File: config.mk
export PLATFORM = sky130hd
export DESIGN_NAME = perf_counter_unit
export DESIGN_NICKNAME = d
export VERILOG_FILES = /design/src/rtl/pcu_pkg.sv /design/src/rtl/pcu_event_decode.sv /design/src/rtl/pcu_counter.sv /design/src/rtl/pcu_ctrl.sv /design/src/rtl/perf_counter_unit.sv
export SDC_FILE = /design/constraint.sdc
export NUM_CORES = 1
export LEC_CHECK = 0
export CAP_MARGIN = 40
export CORE_MARGIN = 1.5
export CORE_UTILIZATION = 45
export CTS_BUF_LIST = sky130_fd_sc_hd__clkbuf_16
export CTS_CLUSTER_DIAMETER = 100
export DETAILED_ROUTE_END_ITERATION = 10
export PLACE_DENSITY = 0.73
export SYNTH_ARGS = -nofsm -noshare
export SYNTH_HDL_FRONTEND = slang
export SYNTH_HIERARCHICAL = 1
export SYNTH_SLANG_ARGS = --single-unit
File: constraint.sdc
create_clock -name clk -period 3.6 [get_ports clk]
set_clock_uncertainty 0.1 [all_clocks]
set_input_delay 0.54 -clock clk [delete_from_list [all_inputs] [get_ports clk]]
set_output_delay 0.54 -clock clk [all_outputs]
set_load 0.005 [all_outputs]
File: src/rtl/pcu_pkg.sv
package pcu_pkg;

    localparam int NUM_CNT = 6;
    localparam int NUM_SEL = 4;
    localparam int SEL_W   = 8;
    localparam int EVT_W   = NUM_SEL * SEL_W;
    localparam int CTRL_W  = 8;
    localparam int ADDR_W  = 3;

    // control register bit positions
    localparam int B_FRZ_ALL   = 0;
    localparam int B_FRZ_LO    = 1;
    localparam int B_FRZ_HI    = 2;
    localparam int B_CE_FIRST  = 3;
    localparam int B_CE_REST   = 4;
    localparam int B_FRZ_ON_CE = 5;
    localparam int B_ALERT_EN  = 6;
    localparam int B_ALERT_HIT = 7;

    localparam logic [ADDR_W-1:0] A_CTRL     = 3'd0;
    localparam logic [ADDR_W-1:0] A_EVT      = 3'd1;
    localparam logic [ADDR_W-1:0] A_CNT_BASE = 3'd2;

    localparam logic [SEL_W-1:0] EV_INSN      = 8'h02;
    localparam logic [SEL_W-1:0] EV_CYC       = 8'h1E;
    localparam logic [SEL_W-1:0] EV_INSN_ALT1 = 8'hFE;
    localparam logic [SEL_W-1:0] EV_CYC_ALT1  = 8'hF0;
    localparam logic [SEL_W-1:0] EV_INSN_RUN4 = 8'hFA;

    typedef enum logic [1:0] {
        MODE_IDLE,
        MODE_INSN,
        MODE_CYCLE
    } cnt_mode_t;

    typedef enum logic {
        EXC_QUIET,
        EXC_RAISE
    } exc_state_t;

endpackage

File: src/rtl/pcu_event_decode.sv
module pcu_event_decode
    import pcu_pkg::*;
#(
    parameter int IDX = 0
) (
    input  logic [SEL_W-1:0] sel,
    input  logic             evt_nz,
    input  logic             frz_all,
    input  logic             frz_lo,
    input  logic             run_latch,
    output cnt_mode_t        mode
);

    cnt_mode_t raw;
    logic      needs_run;

    generate
        if (IDX == 0) begin : g_first
            assign needs_run = 1'b0;
            always_comb begin
                case (sel)
                    EV_INSN, EV_INSN_ALT1: raw = MODE_INSN;
                    EV_CYC,  EV_CYC_ALT1:  raw = MODE_CYCLE;
                    default:               raw = MODE_IDLE;
                endcase
            end
        end else if (IDX < NUM_SEL - 1) begin : g_mid
            assign needs_run = 1'b0;
            always_comb begin
                case (sel)
                    EV_INSN: raw = MODE_INSN;
                    EV_CYC:  raw = MODE_CYCLE;
                    default: raw = MODE_IDLE;
                endcase
            end
        end else begin : g_last
            assign needs_run = (sel == EV_INSN_RUN4);
            always_comb begin
                case (sel)
                    EV_INSN, EV_INSN_RUN4: raw = MODE_INSN;
                    EV_CYC:                raw = MODE_CYCLE;
                    default:               raw = MODE_IDLE;
                endcase
            end
        end
    endgenerate

    always_comb begin
        if (frz_all || frz_lo || !evt_nz) begin
            mode = MODE_IDLE;
        end else if (needs_run && !run_latch) begin
            mode = MODE_IDLE;
        end else begin
            mode = raw;
        end
    end

endmodule

File: src/rtl/pcu_counter.sv
module pcu_counter
    import pcu_pkg::*;
#(
    parameter int CNT_W = 32,
    parameter int INS_W = 3
) (
    input  logic             clk,
    input  logic             rst_n,
    input  cnt_mode_t        mode,
    input  logic [INS_W-1:0] ins,
    input  logic             wr_hit,
    input  logic [CNT_W-1:0] wr_data,
    input  logic             cond_en,
    output logic [CNT_W-1:0] cnt_q,
    output logic             ovf
);

    localparam logic [CNT_W-1:0] THRESH = {1'b1, {(CNT_W-1){1'b0}}};

    logic [CNT_W-1:0] base;
    logic [CNT_W-1:0] cnt_d;
    logic             checked;

    always_comb begin
        checked = 1'b0;
        base    = cnt_q;
        if (wr_hit) begin
            base    = wr_data;
            checked = (mode != MODE_IDLE);
        end else begin
            case (mode)
                MODE_INSN: begin
                    base    = cnt_q + CNT_W'(ins);
                    checked = (ins != '0);
                end
                MODE_CYCLE: begin
                    base    = cnt_q + CNT_W'(1);
                    checked = 1'b1;
                end
                default: begin
                    base    = cnt_q;
                    checked = 1'b0;
                end
            endcase
        end
        ovf   = checked && cond_en && (base >= THRESH);
        cnt_d = ovf ? THRESH : base;
    end

    always_ff @(posedge clk or negedge rst_n) begin
        if (!rst_n) begin
            cnt_q <= '0;
        end else begin
            cnt_q <= cnt_d;
        end
    end

endmodule

File: src/rtl/pcu_ctrl.sv
module pcu_ctrl
    import pcu_pkg::*;
(
    input  logic              clk,
    input  logic              rst_n,
    input  logic              ctrl_wr,
    input  logic              evt_wr,
    input  logic [EVT_W-1:0]  wr_data,
    input  logic              any_ovf,
    output logic [CTRL_W-1:0] ctrl_q,
    output logic [EVT_W-1:0]  evt_q,
    output logic              pm_exc
);

    logic [CTRL_W-1:0] ctrl_d;
    exc_state_t        state_q;
    exc_state_t        state_d;

    always_comb begin
        ctrl_d = ctrl_q;
        if (ctrl_wr) begin
            ctrl_d = wr_data[CTRL_W-1:0];
        end else if (any_ovf) begin
            if (ctrl_q[B_FRZ_ON_CE]) begin
                ctrl_d[B_FRZ_ON_CE] = 1'b0;
                ctrl_d[B_FRZ_ALL]   = 1'b1;
            end
            if (ctrl_q[B_ALERT_EN]) begin
                ctrl_d[B_ALERT_EN]  = 1'b0;
                ctrl_d[B_ALERT_HIT] = 1'b1;
            end
        end
    end

    always_ff @(posedge clk or negedge rst_n) begin
        if (!rst_n) begin
            ctrl_q <= '0;
            evt_q  <= '0;
        end else begin
            ctrl_q <= ctrl_d;
            if (evt_wr) begin
                evt_q <= wr_data;
            end
        end
    end

    // exception state machine: next-state logic
    always_comb begin
        unique case (state_q)
            EXC_QUIET: state_d = any_ovf ? EXC_RAISE : EXC_QUIET;
            EXC_RAISE: state_d = any_ovf ? EXC_RAISE : EXC_QUIET;
            default:   state_d = EXC_QUIET;
        endcase
    end

    // exception state machine: state register
    always_ff @(posedge clk or negedge rst_n) begin
        if (!rst_n) begin
            state_q <= EXC_QUIET;
        end else begin
            state_q <= state_d;
        end
    end

    // exception state machine: outputs
    always_comb begin
        unique case (state_q)
            EXC_RAISE: pm_exc = 1'b1;
            default:   pm_exc = 1'b0;
        endcase
    end

endmodule

File: src/rtl/perf_counter_unit.sv
module perf_counter_unit
    import pcu_pkg::*;
#(
    parameter int CNT_W = 32,
    parameter int INS_W = 3
) (
    input  logic              clk,
    input  logic              rst_n,
    input  logic [INS_W-1:0]  insn_done,
    input  logic              run_latch,
    input  logic              wr_en,
    input  logic [ADDR_W-1:0] addr,
    input  logic [CNT_W-1:0]  wr_data,
    output logic [CNT_W-1:0]  rd_data,
    output logic              pm_exc
);

    logic [CTRL_W-1:0]             ctrl_q;
    logic [EVT_W-1:0]              evt_q;
    logic [NUM_CNT-1:0][CNT_W-1:0] cnt_q;
    logic [NUM_CNT-1:0]            ovf_vec;
    cnt_mode_t                     mode [NUM_CNT];
    logic                          any_ovf;
    logic                          ctrl_wr;
    logic                          evt_wr;
    logic                          evt_nz;

    assign ctrl_wr = wr_en && (addr == A_CTRL);
    assign evt_wr  = wr_en && (addr == A_EVT);
    assign evt_nz  = (evt_q != '0);
    assign any_ovf = |ovf_vec;

    pcu_ctrl u_ctrl (
        .clk     (clk),
        .rst_n   (rst_n),
        .ctrl_wr (ctrl_wr),
        .evt_wr  (evt_wr),
        .wr_data (wr_data[EVT_W-1:0]),
        .any_ovf (any_ovf),
        .ctrl_q  (ctrl_q),
        .evt_q   (evt_q),
        .pm_exc  (pm_exc)
    );

    generate
        for (genvar i = 0; i < NUM_CNT; i++) begin : g_cnt
            localparam logic [ADDR_W-1:0] MY_ADDR = A_CNT_BASE + ADDR_W'(i);
            logic cond_en;

            if (i < NUM_SEL) begin : g_sel
                pcu_event_decode #(.IDX(i)) u_dec (
                    .sel       (evt_q[i*SEL_W +: SEL_W]),
                    .evt_nz    (evt_nz),
                    .frz_all   (ctrl_q[B_FRZ_ALL]),
                    .frz_lo    (ctrl_q[B_FRZ_LO]),
                    .run_latch (run_latch),
                    .mode      (mode[i])
                );
            end else begin : g_fixed
                localparam cnt_mode_t FIXED = (i == NUM_SEL) ? MODE_INSN : MODE_CYCLE;
                assign mode[i] = (ctrl_q[B_FRZ_ALL] || ctrl_q[B_FRZ_HI]) ? MODE_IDLE : FIXED;
            end

            if (i == 0) begin : g_ce_first
                assign cond_en = ctrl_q[B_CE_FIRST];
            end else begin : g_ce_rest
                assign cond_en = ctrl_q[B_CE_REST];
            end

            pcu_counter #(.CNT_W(CNT_W), .INS_W(INS_W)) u_counter (
                .clk     (clk),
                .rst_n   (rst_n),
                .mode    (mode[i]),
                .ins     (insn_done),
                .wr_hit  (wr_en && (addr == MY_ADDR)),
                .wr_data (wr_data),
                .cond_en (cond_en),
                .cnt_q   (cnt_q[i]),
                .ovf     (ovf_vec[i])
            );
        end
    endgenerate

    always_comb begin
        rd_data = '0;
        if (addr == A_CTRL) begin
            rd_data = CNT_W'(ctrl_q);
        end else if (addr == A_EVT) begin
            rd_data = CNT_W'(evt_q);
        end else begin
            for (int k = 0; k < NUM_CNT; k++) begin
                if (addr == A_CNT_BASE + ADDR_W'(k)) begin
                    rd_data = cnt_q[k];
                end
            end
        end
    end

endmodule

==> results of run 1 <==
## registers in the layout, indices dropped and copies added (netlist names)
name	cells
u_ctrl/evt_q	32
g_cnt.u_counter/cnt_q	192
u_ctrl/state_q	1
u_ctrl/ctrl_q	8
## area by class of cell
| cell class | count | area, sq um |
|---|---|---|
| clock buffer | 29 | 726 |
| clock inverter | 23 | 150 |
| fill | 3132 | 16600 |
| inverter | 36 | 135 |
| multi-input combinational | 1417 | 11800 |
| sequential | 233 | 5830 |
| tap | 518 | 648 |
| timing repair buffer | 291 | 2760 |
## per-stage QoR
step | area [sq um] | hold WS, ns | utilization | worst slack [ns]
after global placement | 19800 | 0.419 | 0.512 | -0.359
final | 22000 | 0.452 | 0.570 | -0.297
after detailed placement | 19800 | 0.419 | 0.512 | -0.449
after CTS | 21500 | 0.0104 | 0.557 | -0.163
after global routing | 22000 | 0.478 | 0.570 | -0.345
after floorplan | 17700 | 0.144 | - | -0.0610
## cell usage after synthesis, types with 16 or more instances
cell                       instances
sky130_fd_sc_hd__o21ai_1          20
sky130_fd_sc_hd__mux2_2           33
sky130_fd_sc_hd__nor3_1           33
sky130_fd_sc_hd__ha_1             36
sky130_fd_sc_hd__mux2_4           31
sky130_fd_sc_hd__clkbuf_1         38
sky130_fd_sc_hd__nand4_1          63
sky130_fd_sc_hd__nor2_2           20
sky130_fd_sc_hd__inv_1            31
sky130_fd_sc_hd__nand3_1          81
sky130_fd_sc_hd__and3_1           25
sky130_fd_sc_hd__a211oi_2        102
sky130_fd_sc_hd__mux2i_1          42
sky130_fd_sc_hd__nand2_1         133
sky130_fd_sc_hd__a21oi_1          64
sky130_fd_sc_hd__xnor2_1          50
sky130_fd_sc_hd__xor2_1          116
sky130_fd_sc_hd__nor2b_1          22
sky130_fd_sc_hd__a22oi_1          25
sky130_fd_sc_hd__a211oi_1         40
sky130_fd_sc_hd__a21oi_2          23
sky130_fd_sc_hd__dfrtp_1         233
sky130_fd_sc_hd__nor2_1          203
sky130_fd_sc_hd__buf_6            26
sky130_fd_sc_hd__mux4_2           23
sky130_fd_sc_hd__nor4_1           16
sky130_fd_sc_hd__buf_2            28
## metal layers
metal	track usage	up-vias	routed length (um)
li1	-	6982	-
met1	0.386	8011	24100
met2	0.476	909	28900
met3	0.0438	223	5480
met4	0.117	0	3010
met5	0	-	0
## cells by family (layout without fill, tap and decap cells)
| group | Yosys count | in the layout | share of synthesized area |
|---|---|---|---|
| flops | 233 | 233 | 0.331 |
| buf+inv | 147 | 379 | 0.0503 |
| xor+xnor | 166 | 166 | 0.0825 |
| other cells | 1 | 4 | 0.000213 |
| simple gates | 735 | 735 | 0.232 |
| mux | 130 | 130 | 0.102 |
| fa+ha+maj | 42 | 42 | 0.0324 |
| compound gates | 340 | 340 | 0.169 |
## power groups by stage
stage / logic (mW) / registers (mW) / clock network (mW)
2_1_floorplan: 2.60 / 4.08 / 0
4_1_cts: 4.11 / 4.41 / 2.79
6_report: 4.36 / 4.48 / 2.77
5_1_grt: 4.64 / 4.56 / 2.91
3_3_place_gp: 3.81 / 4.37 / 0
3_5_place_dp: 3.95 / 4.42 / 0
## critical path, delay by kind of cell (launching register included)
kind	cells	cell delay (ns)
buffers and inverters	2	0.21
adder cells (fa/ha/maj)	2	0.51
flip-flops	1	0.40
XOR/XNOR	1	0.22
AND/OR/NAND/NOR	10	1.55
AO/OA/AOI/OAI	4	0.75
## worst min path at each step
stage                     depth (start not counted)                               endpoint                    startpoint  slack (ns)
after floorplan                                   0  g_cnt[0].u_counter/cnt_q[0]$_DFF_PN0_                         rst_n        0.14
after global placement                            1           u_ctrl/ctrl_q[2]$_DFFE_PN0P_  u_ctrl/ctrl_q[2]$_DFFE_PN0P_        0.42
after detailed placement                          1           u_ctrl/ctrl_q[6]$_DFFE_PN0P_  u_ctrl/ctrl_q[6]$_DFFE_PN0P_        0.42
after CTS                                         1  g_cnt[3].u_counter/cnt_q[3]$_DFF_PN0_                         rst_n        0.01
after global routing                              1           u_ctrl/ctrl_q[2]$_DFFE_PN0P_  u_ctrl/ctrl_q[2]$_DFFE_PN0P_        0.48
final                                             1           u_ctrl/ctrl_q[2]$_DFFE_PN0P_  u_ctrl/ctrl_q[2]$_DFFE_PN0P_        0.45
## repair_timing
action	in CTS	in global routing
hold endpoints to repair	0	2
hold buffers	0	1
endpoints found under the setup margin	129	130
buffers inserted	22	15
gates cloned	7	3
resized for setup	99	92
pin swaps	47	58
==> impl_results.rst, run 1 <==
.. list-table::
   :header-rows: 1

   * - Metric
     - Value
   * - Antenna viol nets, final
     - 0
   * - Vias after detailed routing
     - 16100
   * - Setup repair after global routing missed its margin
     - true
   * - Initial antenna violation count
     - 0
   * - Number of enable-type register cells in the synthesized netlist
     - 0
   * - Pin count of the biggest net entering global routing
     - approximately 100
   * - Power density of the placed cells
     - 526 nW/um^2
   * - Worst-margin pin slew
     - just over 0.9 ns
   * - Reg2Reg Launch Point
     - u_ctrl/evt_q[11]$_DFFE_PN0P_
   * - Worst IR drop on VDD
     - about 0.00038 V
   * - Post-layout power
     - between 10 and 15 mW
   * - Final-report hold violation count
     - 0
   * - Area inside the core boundary
     - slightly below 40000 sq um
   * - Weighted congestion at the end of routability-driven global placement
     - about 1
   * - Maximum single-stage delay on the critical path
     - about 0.4 ns
   * - Final critical delay including setup and external delays
     - 3.90 ns
   * - R2R setup slack
     - -0.30 ns
   * - Area growth from synthesis to layout
     - 25.0%
   * - Max Fanout on Critical Path
     - 4
   * - Netlist Area Pre-Place
     - 17600 sq um
   * - Most frequent cells in the layout
     - 233 x sky130_fd_sc_hd__dfrtp_1, 186 x sky130_fd_sc_hd__nor2_1, 181 x sky130_fd_sc_hd__buf_4
   * - Total congestion overflow after global routing
     - 0
   * - End point of the critical path
     - u_ctrl/ctrl_q[6]$_DFFE_PN0P_
   * - Number of distinct library cells after synthesis
     - slightly below 80
   * - Die Span X
     - 201 um
   * - Final critical-path setup slack
     - -0.297 ns
   * - Switching power
     - about 4.4 mW
   * - Outcome
     - finished with violations
   * - Synth top area cells
     - sky130_fd_sc_hd__dfrtp_1 33%, sky130_fd_sc_hd__a211oi_2 7.2%, sky130_fd_sc_hd__xor2_1 5.8%
   * - Worst-path cell with the longest stage delay
     - sky130_fd_sc_hd__dfrtp_1
   * - Global router's overall resource usage
     - 0.291
   * - Total of endpoints with negative setup slack in the final report
     - 112
   * - Number of antenna diodes
     - 0
   * - Crit Path Category
     - reg2reg
   * - P_int
     - 7.18 mW
   * - Net switching share of the total power
     - 0.381
   * - Clock Sinks
     - about 230
   * - Clk Tree Root Cell
     - sky130_fd_sc_hd__clkbuf_16
   * - Clock slew at the register clock pins of the worst setup and hold paths
     - approximately 0.06 ns
   * - Vias in the first global route
     - 15800
   * - Die outline height
     - around 200 um
   * - Clock insertion delay at the later pin of the skew report
     - 0.57 ns
   * - Path depth of the worst reg2reg path
     - 19
   * - Gate count of the mapped netlist
     - approximately 1800
   * - Total number of H-tree levels
     - 1
   * - Fmax
     - 257 MHz
   * - Average wire per cell in the routed design
     - around 24 um
   * - Proportion of register bits with asynchronous set or reset after synthesis
     - 1.00
   * - Clock Power Share
     - 0.238
   * - Crit path cell chain
     - nor4_2 > nand4_1 > or2_4 > nand4bb_4 > nor3_4 > inv_2 > ha_4 > nor2b_1 > ha_1 > buf_6 > a21oi_4 > a21oi_4 > nand4_1 > xor2_2 > a221oi_4 > nor2_2 > nand2_2 > nor2_4 > a22o_1
   * - Top FF cell, synth
     - sky130_fd_sc_hd__dfrtp_1
   * - Reg-to-reg endpoint
     - u_ctrl/ctrl_q[6]$_DFFE_PN0P_
   * - Sort of element at the start of the critical path
     - flop
   * - Proportion of layout cells with a drive suffix above 1
     - 0.330
   * - Critical path required time
     - 3.93 ns
   * - Count of yosys warnings during synthesis
     - 6
   * - CTS max path bufs
     - 3
   * - Avg Vias per Cell
     - 6.33
   * - Post-route clock period utilization
     - 1.08
   * - Portion of synthesized cell area occupied by the leading cell type
     - 0.331
   * - CTS tree
     - done
   * - Final Max Slew Viols
     - 0
   * - Post-detailed-placement half-perimeter wirelength
     - 42500 um
   * - Cell Count, Final, Fillers Out
     - 2547
   * - Residual DRC
     - 0
   * - Post-synthesis sequential element count
     - about 230
   * - First element of the critical path
     - u_ctrl/evt_q[11]$_DFFE_PN0P_
   * - Mean cell area of the mapped netlist
     - about 9.8 sq um
   * - Class of the worst hold path
     - reg2reg
   * - Slew margin rel.
     - 0.392
   * - Count of maximum capacitance violations
     - 0
   * - Length of the first detailed-routing pass in iterations
     - 5
   * - TritonCTS Buffers
     - 29
   * - Largest area contributor in the netlist
     - sky130_fd_sc_hd__dfrtp_1
   * - I/O pins
     - 75
   * - Sequential fraction of design power
     - 0.386
   * - Leakage power summed over all cells
     - just under 9 nW
   * - Setup TNS after final layout
     - -15.90 ns
   * - Initial Util
     - 0.456
   * - First-pass GRT wire length
     - about 92000 um
   * - Total wire length after detailed routing
     - 61500 um
   * - Number of placement rows
     - between 70 and 80
   * - Worst path arrival time
     - approximately 4.2 ns
   * - Most common cell after layout, fill and taps aside
     - sky130_fd_sc_hd__dfrtp_1
   * - Instance count after placement with tap cells included
     - between 2000 and 2500
   * - Sequential cell area fraction in the yosys report
     - 0.331
   * - Die Outline Area
     - 40400 sq um
   * - Buffers added on ports
     - 74
   * - Critical Path Sink Type
     - flop
   * - Layout net count
     - ~2100
   * - Violations in the final reports
     - negative setup slack
   * - Combinational group share of total power
     - 0.376
   * - Iter 0 DRT Violations
     - between 1500 and 2000
Power figures use the tool's default switching activity.
==> run 2, diff against run 1 <==
Settings changed: CELL_PAD_IN_SITES_DETAIL_PLACEMENT from default to 0, CELL_PAD_IN_SITES_GLOBAL_PLACEMENT from default to 2, CORE_UTILIZATION 45 to 37, PLACE_DENSITY 0.73 to 0.87.
==> impl_results.rst, run 2 (synthesis results as in run 1) <==
.. list-table::
   :header-rows: 1

   * - Metric
     - Value
   * - Buffers added on ports
     - 74 (unchanged)
   * - Total of endpoints with negative setup slack in the final report
     - 118 (+5.4%)
   * - Length of the first detailed-routing pass in iterations
     - 5 (unchanged)
   * - Pin count of the biggest net entering global routing
     - 76 (-27%)
   * - Proportion of layout cells with a drive suffix above 1
     - 0.331 (+0.000489)
   * - Violations in the final reports
     - negative setup slack
   * - Vias after detailed routing
     - 15700 (-2.9%)
   * - Global router's overall resource usage
     - 0.250 (-0.0404)
   * - Crit Path Category
     - reg2reg
   * - Post-route clock period utilization
     - 1.07 (-0.0117)
   * - Clk Tree Root Cell
     - sky130_fd_sc_hd__clkbuf_16
   * - Leakage power summed over all cells
     - 8.70 nW (+0.42%)
   * - Total wire length after detailed routing
     - 64500 um (+4.9%)
   * - Die Outline Area
     - 49000 sq um (+21%)
   * - Crit path cell chain
     - nor4_4 > nand4_1 > or2_4 > nor4b_4 > nand2_2 > nor3_4 > inv_2 > ha_4 > nor2b_2 > ha_4 > nand3_4 > a21oi_4 > and4_4 > a311oi_4 > nor4_4 > nand2_2 > a211oi_2 > a21oi_1
   * - Worst IR drop on VDD
     - 0.000263 V (-31%)
   * - Initial Util
     - 0.377 (-0.0791)
   * - Critical Path Sink Type
     - flop
   * - Setup repair after global routing missed its margin
     - true
   * - Average wire per cell in the routed design
     - 24.5 um (+1.5%)
   * - Maximum single-stage delay on the critical path
     - 0.42 ns (+0.02 ns)
   * - Instance count after placement with tap cells included
     - 2540 (+3.5%)
   * - Setup TNS after final layout
     - -16.81 ns (-0.911 ns)
   * - Iter 0 DRT Violations
     - 1294 (-30%)
   * - Cell Count, Final, Fillers Out
     - 2633 (+3.4%)
   * - Residual DRC
     - 0 (unchanged)
   * - Layout net count
     - 2088 (-0.19%)
   * - Area growth from synthesis to layout
     - 26.6%
   * - Most common cell after layout, fill and taps aside
     - sky130_fd_sc_hd__dfrtp_1
   * - Worst-path cell with the longest stage delay
     - sky130_fd_sc_hd__nor4_4
   * - Buf/Inv on CP
     - 1 (-1)
   * - Sort of element at the start of the critical path
     - flop
   * - Outcome
     - finished with violations
   * - Worst hold slack after final layout
     - 0.436 ns (-0.0158 ns)
   * - Antenna viol nets, final
     - 0 (unchanged)
   * - Avg Vias per Cell
     - 5.95 (-6.0%)
   * - Area inside the core boundary
     - 46800 sq um (+21%)
   * - Core Util, Final
     - 0.477 (-0.0929)
   * - Leading registers by flop count
     - g_cnt.u_counter/cnt_q x192, u_ctrl/evt_q x32, u_ctrl/ctrl_q x8
   * - Most frequent cells in the layout
     - 233 x sky130_fd_sc_hd__dfrtp_1, 192 x sky130_fd_sc_hd__nor2_1, 174 x sky130_fd_sc_hd__buf_4
   * - Fillers
     - 4259 (+36%)
   * - Total congestion overflow after global routing
     - 0 (unchanged)
   * - Fmax
     - 259 MHz (+1.1%)
   * - Clock slew at the register clock pins of the worst setup and hold paths
     - 0.06 ns (about the same)
   * - Final critical delay including setup and external delays
     - 3.85 ns (-0.0420 ns)
   * - Flip-flop count of the largest register after layout
     - 192 (unchanged)
   * - Final-report hold violation count
     - 0 (unchanged)
   * - Die outline height
     - 221 um (+10%)
   * - TritonCTS Buffers
     - 29 (unchanged)
   * - Clock insertion delay at the later pin of the skew report
     - 0.57 ns (about the same)
   * - Worst path arrival time
     - 4.20 ns (-0.03 ns)
   * - Critical path required time
     - 3.95 ns (+0.02 ns)
   * - Worst-margin pin slew
     - 0.843 ns (-0.0695 ns)
   * - Seq. cell area
     - 5830 sq um (unchanged)
   * - Post-detailed-placement half-perimeter wirelength
     - 45600 um (+7.3%)
   * - I/O pins
     - 75 (unchanged)
   * - Weighted congestion at the end of routability-driven global placement
     - 0.903 (-7.2%)
   * - CTS max path bufs
     - 3 (unchanged)
   * - Slew margin rel.
     - 0.436 (+0.0442)
   * - Power density of the placed cells
     - 532 nW/um^2 (+1.0%)
   * - Total number of H-tree levels
     - 1 (unchanged)
   * - Family of cells with the greatest summed delay on the critical path
     - simple AND/OR/NAND/NOR gates
   * - Final Max Slew Viols
     - 0 (unchanged)
   * - Post-layout power
     - 11.9 mW (+2.3%)
   * - Number of antenna diodes
     - 0 (unchanged)
   * - Die Span X
     - 221 um (+10%)
   * - Clock Sinks
     - 233 (unchanged)
   * - Number of placement rows
     - 79 (+9.7%)
   * - Initial antenna violation count
     - 0 (unchanged)
   * - Class of the worst hold path
     - reg2reg
   * - Vias in the first global route
     - 15200 (-3.6%)
   * - Area of the multi-input gates
     - 11800 sq um (+0.42%)
   * - First-pass GRT wire length
     - 95000 um (+2.8%)
   * - Max Fanout on Critical Path
     - 4 (unchanged)
   * - Largest Register
     - g_cnt.u_counter/cnt_q
   * - CTS tree
     - done
   * - Final critical-path setup slack
     - -0.255 ns (+0.0420 ns)
   * - Count of maximum capacitance violations
     - 0 (unchanged)
## run 2: cell count changes in the layout (fill, tap and decap cells not counted), moves of 4 or more
cell | before | now
sky130_fd_sc_hd__bufinv_16 | 2 | 6
sky130_fd_sc_hd__clkbuf_16 | 31 | 35
sky130_fd_sc_hd__nor2_4 | 17 | 8
sky130_fd_sc_hd__nand3_1 | 72 | 66
sky130_fd_sc_hd__inv_1 | 35 | 29
sky130_fd_sc_hd__buf_4 | 181 | 174
sky130_fd_sc_hd__a21oi_2 | 31 | 26
sky130_fd_sc_hd__buf_12 | 14 | 20
sky130_fd_sc_hd__ha_4 | 7 | 13
sky130_fd_sc_hd__nor2_1 | 186 | 192
sky130_fd_sc_hd__ha_1 | 26 | 22
## run 2: per-layer routing
layer	GRT usage	share of wire	up-vias
li1	-	-	6989
met5	0	0	-
met1	0.342	0.42	7876
met2	0.415	0.47	659
met4	0.0819	0.040	0
met3	0.0260	0.068	141
## run 2: metrics by stage
stage / setup WS (ns) / instance area (sq um)
after floorplan: -0.0610 / 17700
after global placement: -0.664 / 19900
after detailed placement: -0.640 / 19900
after CTS: -0.188 / 21500
after global routing: -0.394 / 22300
final: -0.255 / 22300
## run 2: where the power goes
group	switching (mW)	leakage [nW]	total [mW]	internal [mW]
clock network	1.25	0.497	3.13	1.88
logic	2.05	5.49	4.25	2.20
registers	1.15	2.71	4.49	3.33
total	4.45	8.70	11.9	7.42
## run 2: cell type report
cell class              instances  share of cell area
clock buffers                  29              0.0325
clock inverters                24              0.0116
inverters                      36             0.00606
multi-input cells            1417               0.530
flip-flops and latches        233               0.261
well taps                     607              0.0340
repair buffers                287               0.124
## run 2: worst reg2reg max path, cell delays in order (launching register included)
cell                       delay [ns]
sky130_fd_sc_hd__dfrtp_1         0.41
sky130_fd_sc_hd__nor4_4          0.42
sky130_fd_sc_hd__nand4_1         0.12
sky130_fd_sc_hd__or2_4           0.28
sky130_fd_sc_hd__nor4b_4         0.14
sky130_fd_sc_hd__nand2_2         0.14
sky130_fd_sc_hd__nor3_4          0.06
sky130_fd_sc_hd__inv_2           0.07
sky130_fd_sc_hd__ha_4            0.17
sky130_fd_sc_hd__nor2b_2         0.07
sky130_fd_sc_hd__ha_4            0.29
sky130_fd_sc_hd__nand3_4         0.09
sky130_fd_sc_hd__a21oi_4         0.25
sky130_fd_sc_hd__and4_4          0.27
sky130_fd_sc_hd__a311oi_4        0.05
sky130_fd_sc_hd__nor4_4          0.32
sky130_fd_sc_hd__nand2_2         0.16
sky130_fd_sc_hd__a211oi_2        0.25
sky130_fd_sc_hd__a21oi_1         0.08
## run 2: path summary, 6_finish.rpt
check / from / slack, ns / endpoint / cells past startpoint
worst min register to register: u_ctrl/ctrl_q[2]$_DFFE_PN0P_ / 0.44 / u_ctrl/ctrl_q[2]$_DFFE_PN0P_ / 1
worst min-delay path: u_ctrl/ctrl_q[2]$_DFFE_PN0P_ / 0.44 / u_ctrl/ctrl_q[2]$_DFFE_PN0P_ / 1
max in group asynchronous: rst_n / 2.03 / g_cnt[2].u_counter/cnt_q[18]$_DFF_PN0_ / 3
min in group asynchronous: rst_n / 0.45 / g_cnt[4].u_counter/cnt_q[3]$_DFF_PN0_ / 2
worst max-delay path: u_ctrl/evt_q[4]$_DFFE_PN0P_ / -0.25 / u_ctrl/ctrl_q[0]$_DFFE_PN0P_ / 18
worst max register to register: u_ctrl/evt_q[4]$_DFFE_PN0P_ / -0.25 / u_ctrl/ctrl_q[0]$_DFFE_PN0P_ / 18
## run 2: timing repair
item / in CTS / in global routing
setup buffers: 18 / 24
hold endpoints to repair: 70 / 0
cloned: 5 / 6
hold buffers: 1 / 0
pin swaps: 52 / 83
setup endpoints to repair: 132 / 131
resized for setup: 77 / 111
